### config.mk
export PLATFORM = sky130hd
export DESIGN_NAME = ipi_dest_router
export DESIGN_NICKNAME = d
export VERILOG_FILES = /design/src/rtl/ipi_route_pkg.sv /design/src/rtl/ipi_match_unit.sv /design/src/rtl/ipi_rr_pick.sv /design/src/rtl/ipi_dest_router.sv
export SDC_FILE = /design/constraint.sdc
export NUM_CORES = 1
export LEC_CHECK = 0
export BUFFER_PORTS_ARGS = -buffer_cell sky130_fd_sc_hd__buf_2
export CORE_MARGIN = 1
export CORE_UTILIZATION = 30
export DETAILED_ROUTE_END_ITERATION = 16
export PLACE_DENSITY = 0.58
export SYNTH_ARGS = -nofsm -noshare
export SYNTH_HDL_FRONTEND = slang
export SYNTH_SLANG_ARGS = --single-unit
### constraint.sdc
create_clock -name clk -period 5.2 [get_ports clk]
set_input_delay 0.26 -clock clk [delete_from_list [all_inputs] [get_ports clk]]
set_output_delay 0.26 -clock clk [all_outputs]
set_load 0.01 [all_outputs]
### src/rtl/ipi_route_pkg.sv
package ipi_route_pkg;

  typedef enum logic [1:0] {
    SH_NONE   = 2'd0,
    SH_SELF   = 2'd1,
    SH_ALL    = 2'd2,
    SH_OTHERS = 2'd3
  } short_e;

  localparam logic [3:0] FMT_FLAT    = 4'hF;
  localparam logic [3:0] FMT_CLUSTER = 4'h0;

endpackage

### src/rtl/ipi_match_unit.sv
module ipi_match_unit
  import ipi_route_pkg::*;
#(
  parameter int ID_W  = 8,
  parameter int IDX_W = 3,
  parameter int INDEX = 0
) (
  input  logic [ID_W-1:0]  dest,
  input  logic             logical,
  input  short_e           shorthand,
  input  logic [IDX_W-1:0] src,
  input  logic [ID_W-1:0]  id,
  input  logic [ID_W-1:0]  lid,
  input  logic [3:0]       fmt,
  output logic             hit
);

  localparam int HALF = ID_W / 2;
  localparam logic [IDX_W-1:0] MY_IDX = IDX_W'(INDEX);

  logic phys_hit, flat_hit, clus_hit, logi_hit;

  assign phys_hit = (dest == id) || (&dest);
  assign flat_hit = |(lid & dest);
  assign clus_hit = (lid[ID_W-1:HALF] == dest[ID_W-1:HALF]) &&
                    (|(lid[HALF-1:0] & dest[HALF-1:0]));

  always_comb begin
    case (fmt)
      FMT_FLAT:    logi_hit = flat_hit;
      FMT_CLUSTER: logi_hit = clus_hit;
      default:     logi_hit = 1'b0;
    endcase
  end

  always_comb begin
    case (shorthand)
      SH_NONE:   hit = logical ? logi_hit : phys_hit;
      SH_SELF:   hit = (src == MY_IDX);
      SH_ALL:    hit = 1'b1;
      SH_OTHERS: hit = (src != MY_IDX);
      default:   hit = 1'b0;
    endcase
  end

endmodule

### src/rtl/ipi_rr_pick.sv
module ipi_rr_pick #(
  parameter int N     = 8,
  parameter int IDX_W = 3
) (
  input  logic [N-1:0]     cand,
  input  logic [IDX_W-1:0] prev,
  output logic             found,
  output logic [IDX_W-1:0] win,
  output logic [N-1:0]     win_mask
);

  localparam int LAST = N - 1;

  function automatic logic [IDX_W-1:0] wrap_add(input logic [IDX_W-1:0] a,
                                                input logic [IDX_W-1:0] b);
    logic [IDX_W:0] s;
    s = {1'b0, a} + {1'b0, b};
    if (s >= (IDX_W+1)'(N)) s = s - (IDX_W+1)'(N);
    return s[IDX_W-1:0];
  endfunction

  logic [IDX_W-1:0] start;
  logic [IDX_W-1:0] off;
  logic [N-1:0]     rot;

  assign start = (prev >= IDX_W'(LAST)) ? '0 : prev + 1'b1;

  for (genvar k = 0; k < N; k++) begin : g_rot
    assign rot[k] = cand[wrap_add(start, IDX_W'(k))];
  end

  always_comb begin
    found = 1'b0;
    off   = '0;
    for (int k = N - 1; k >= 0; k--) begin
      if (rot[k]) begin
        found = 1'b1;
        off   = IDX_W'(k);
      end
    end
  end

  assign win      = wrap_add(start, off);
  assign win_mask = found ? (N'(1) << win) : '0;

endmodule

### src/rtl/ipi_dest_router.sv
module ipi_dest_router
  import ipi_route_pkg::*;
#(
  parameter int N_UNITS = 8,
  parameter int ID_W    = 8,
  localparam int IDX_W  = (N_UNITS > 1) ? $clog2(N_UNITS) : 1
) (
  input  logic                    clk,
  input  logic                    rst,
  input  logic                    req_valid,
  input  logic [ID_W-1:0]         req_dest,
  input  logic                    req_logical,
  input  logic [1:0]              req_short,
  input  logic                    req_lowpri,
  input  logic [IDX_W-1:0]        req_src,
  input  logic [N_UNITS*ID_W-1:0] unit_id,
  input  logic [N_UNITS*ID_W-1:0] unit_lid,
  input  logic [N_UNITS*4-1:0]    unit_fmt,
  input  logic [N_UNITS-1:0]      unit_en,
  output logic                    acc_valid,
  output logic [N_UNITS-1:0]      acc_mask
);

  localparam logic [IDX_W-1:0] PTR_INIT = IDX_W'(N_UNITS - 1);

  logic [N_UNITS-1:0] hit;
  logic [N_UNITS-1:0] cand;
  logic [N_UNITS-1:0] pick_mask;
  logic [IDX_W-1:0]   pick_idx;
  logic               pick_found;
  logic [IDX_W-1:0]   rr_ptr;
  short_e             sh;

  assign sh = short_e'(req_short);

  for (genvar i = 0; i < N_UNITS; i++) begin : g_unit
    ipi_match_unit #(
      .ID_W (ID_W),
      .IDX_W(IDX_W),
      .INDEX(i)
    ) match_i (
      .dest     (req_dest),
      .logical  (req_logical),
      .shorthand(sh),
      .src      (req_src),
      .id       (unit_id[i*ID_W +: ID_W]),
      .lid      (unit_lid[i*ID_W +: ID_W]),
      .fmt      (unit_fmt[i*4 +: 4]),
      .hit      (hit[i])
    );
  end

  assign cand = hit & unit_en;

  ipi_rr_pick #(
    .N    (N_UNITS),
    .IDX_W(IDX_W)
  ) pick_i (
    .cand    (cand),
    .prev    (rr_ptr),
    .found   (pick_found),
    .win     (pick_idx),
    .win_mask(pick_mask)
  );

  always_ff @(posedge clk) begin
    if (rst) begin
      acc_valid <= 1'b0;
      acc_mask  <= '0;
      rr_ptr    <= PTR_INIT;
    end else begin
      acc_valid <= req_valid;
      if (!req_valid) begin
        acc_mask <= '0;
      end else if (req_lowpri) begin
        acc_mask <= pick_mask;
        if (pick_found) rr_ptr <= pick_idx;
      end else begin
        acc_mask <= hit;
      end
    end
  end

endmodule

==> impl_metrics.env <==
export IMPL_status="finished, final reports clean"
export IMPL_fmax_mhz=211
export IMPL_period_minus_slack_ps=4740
export IMPL_ys_seq_area_share_pct=7.35
export IMPL_overflow=0
export IMPL_synth_top_area_share_pct=18.5
export IMPL_mappedNetlistArea_sq_um=3270
export IMPL_post_cts_repair_setup_buffers=0
export IMPL_die_w_um=106
export IMPL_clk_path_buf_depth=2
export IMPL_grt_pass1_vias=4071
export IMPL_reg2reg_from="rr_ptr[1]$_SDFFE_PP1P_"
export IMPL_initial_core_util_pct=31.3
export IMPL_numCtsBuffers=3
export IMPL_fin_tns_setup_ps=0
export IMPL_drv_cap=0
export IMPL_setup_worst_path_start="rr_ptr[1]$_SDFFE_PP1P_"
export IMPL_firstDrtPassIters=4
export IMPL_fin_hold_ws_ps=328
export IMPL_antennaDiodeCount=0
export IMPL_synth_top_cells_by_count="xnor2_1, ha_1, nand4_1"
export IMPL_yosys_area_top_type="xnor2_1"
export IMPL_drc=0
export IMPL_rows=37
export IMPL_hold_viol=0
export IMPL_h_tree_depth=1
export IMPL_async_flop_share_pct=0
export IMPL_vdd_drop_max_uv=171
export IMPL_grt_pass1_wl_mm=19.3
export IMPL_slew_headroom_pct=40.1
export IMPL_synth_area_top_cells="xnor2_1, ha_1, dfxtp_1, nand4_1, o211ai_1"
export IMPL_p_leak_nw=1.80
export IMPL_grt_max_degree=19
export IMPL_syn_nets=628
export IMPL_die_y_um=106
export IMPL_hold_class="in2reg"
export IMPL_finalSetupViolCount=0
export IMPL_arrival_ps=4910
export IMPL_numPortBuffers=194
export IMPL_ys_dominant_reg_cell="dfxtp_1"
export IMPL_gp_congestion=0.908
export IMPL_synth_edff_count=0
export IMPL_ios=195
export IMPL_worstHoldStart="req_valid"
export IMPL_cts_root_buf="clkbuf_8"
export IMPL_clock_sinks=12
export IMPL_drv_slew=0
export IMPL_ys_ff_latch=12
export IMPL_post_route_period_util_pct=91.2
export IMPL_crit_type="reg2reg"
export IMPL_cts_hold_buf=0
export IMPL_postSynthAreaPerCell_sq_um=8.10
export IMPL_power_density_nw_per_um2=238
export IMPL_area_growth_pct=32.1
export IMPL_cts_tree="yes"
export IMPL_fp_dieArea_sq_um=11300
export IMPL_vias=4002
export IMPL_crit_path_start_kind="register"
export IMPL_crit_path_end_kind="register"
export IMPL_netlist_instances=404
export IMPL_tightest_slew_ps=894
export IMPL_cts_repair_resized=0
export IMPL_vias_per_cell=5.61
export IMPL_wl_per_cell_um=17.0
export IMPL_drtIter0Drc=203
export IMPL_clock_latency_ps=240
export IMPL_drive_above_1_share_pct=38.6
export IMPL_finalClockSkew_ps=6.53
export IMPL_track_usage_pct=21.1
export IMPL_grt_antenna_before_repair=0
export IMPL_core_area_sq_um=10500
export IMPL_wl_mm=12.2
export IMPL_drtAntennaViolNets=0
export IMPL_synthDistinctLibCells=64
export IMPL_path_clk_slew_ps=50
export IMPL_dp_hpwl_mm=10.4
export IMPL_crit_required_ps=5360
export IMPL_fin_nets=803
export IMPL_rsz0062_at_grt="no"
export IMPL_ys_warn_count=0
export IMPL_critPathMaxFanout=18
export IMPL_synth_most_common_cell="xnor2_1"
==> where the power goes <==
part / internal, mW / leakage [nW] / total, mW / switching [mW]
clock: 0.0667 / 0.0288 / 0.0993 / 0.0326
combinational: 0.346 / 1.67 / 0.805 / 0.459
sequential: 0.113 / 0.0984 / 0.124 / 0.0114
==> per-layer routing <==
metal	share of wire, %	wire, um	GRT usage (%)	vias up
met5	0	0	0	-
met4	2.6	322	7.24	0
met3	6.2	757	1.90	28
met2	49	5940	38.2	186
met1	42	5140	26.0	1852
li1	-	-	-	1936
==> placed cells by master, fill, tap and decap left out, drive strengths merged, types with 2 or more instances in the layout <==
cell and instances:
a32oi 2, nand3b 4, o31ai 6, and2 4
nor2b 5, a31oi 9, o22ai 4, a22o 8
a22oi 8, nand4 35, or4 7, o2111ai 4
xor2 2, nand2 25, o22a 2, nand2b 3
nor4 19, o211a 3, o21ai 16, inv 2
nor2 17, nor3b 3, ha 37, and3 2
clkbuf 4, a211oi 2, mux4 2, o221ai 6
dfxtp 12, a21oi 3, nand3 12, buf 195
o211ai 20, or2 2, nor3 5, o21a 3
mux2i 3, xnor2 69
==> final timing paths <==
check        slack, ps                     end  cells past startpoint
min                330    acc_valid$_SDFF_PP0_                      2
max                460  acc_mask[2]$_SDFF_PP0_                     15
min reg2reg        550  rr_ptr[0]$_SDFFE_PP1P_                      2
max reg2reg        460  acc_mask[2]$_SDFF_PP0_                     15
==> critical path, stage by stage (launching register included) <==
cell	delay [ps]
dfxtp_1	370
ha_1	170
ha_1	160
or2_2	260
clkinv_1	430
and3_1	340
nand3_2	100
o21ai_0	110
mux4_2	490
or3_4	370
nand2b_1	160
a31o_2	260
fa_1	560
nor4_1	590
a31oi_1	170
o21ai_1	130
==> final cells by class <==
class                   instances  area (sq um)
repair buffers                195           978
flip-flops and latches         12           240
multi-input cells             364          2870
fillers                      1108          6140
well taps                     136           170
inverters                       3          11.3
clock buffers                   4          55.1
==> kinds of logic after synthesis <==
group / after synthesis / synth area share [%]
xor+xnor: 71 / 19.0
flops: 12 / 7.35
compound gates: 101 / 23.4
mux: 5 / 2.30
buf+inv: 28 / 5.01
simple gates: 149 / 28.2
fa+ha+maj: 38 / 14.8
==> registers in the layout (all words and copies together) (netlist names) <==
| name | cells |
|---|---|
| acc_valid | 1 |
| rr_ptr | 3 |
| acc_mask | 8 |
==> through the flow <==
step | setup slack [ps] | power, mW | utilization [%] | instances | instance area (sq um)
floorplan | 1100 | 0.708 | - | 404 | 3270
global placement | 572 | 0.911 | 40.8 | 710 | 4270
global route | 72.6 | 1.13 | 41.3 | 714 | 4320
finish | 456 | 1.03 | 41.3 | 714 | 4320
detailed placement | 532 | 0.915 | 40.8 | 710 | 4270
CTS | 553 | 1.02 | 41.3 | 714 | 4320
Power figures use the tool's default switching activity.
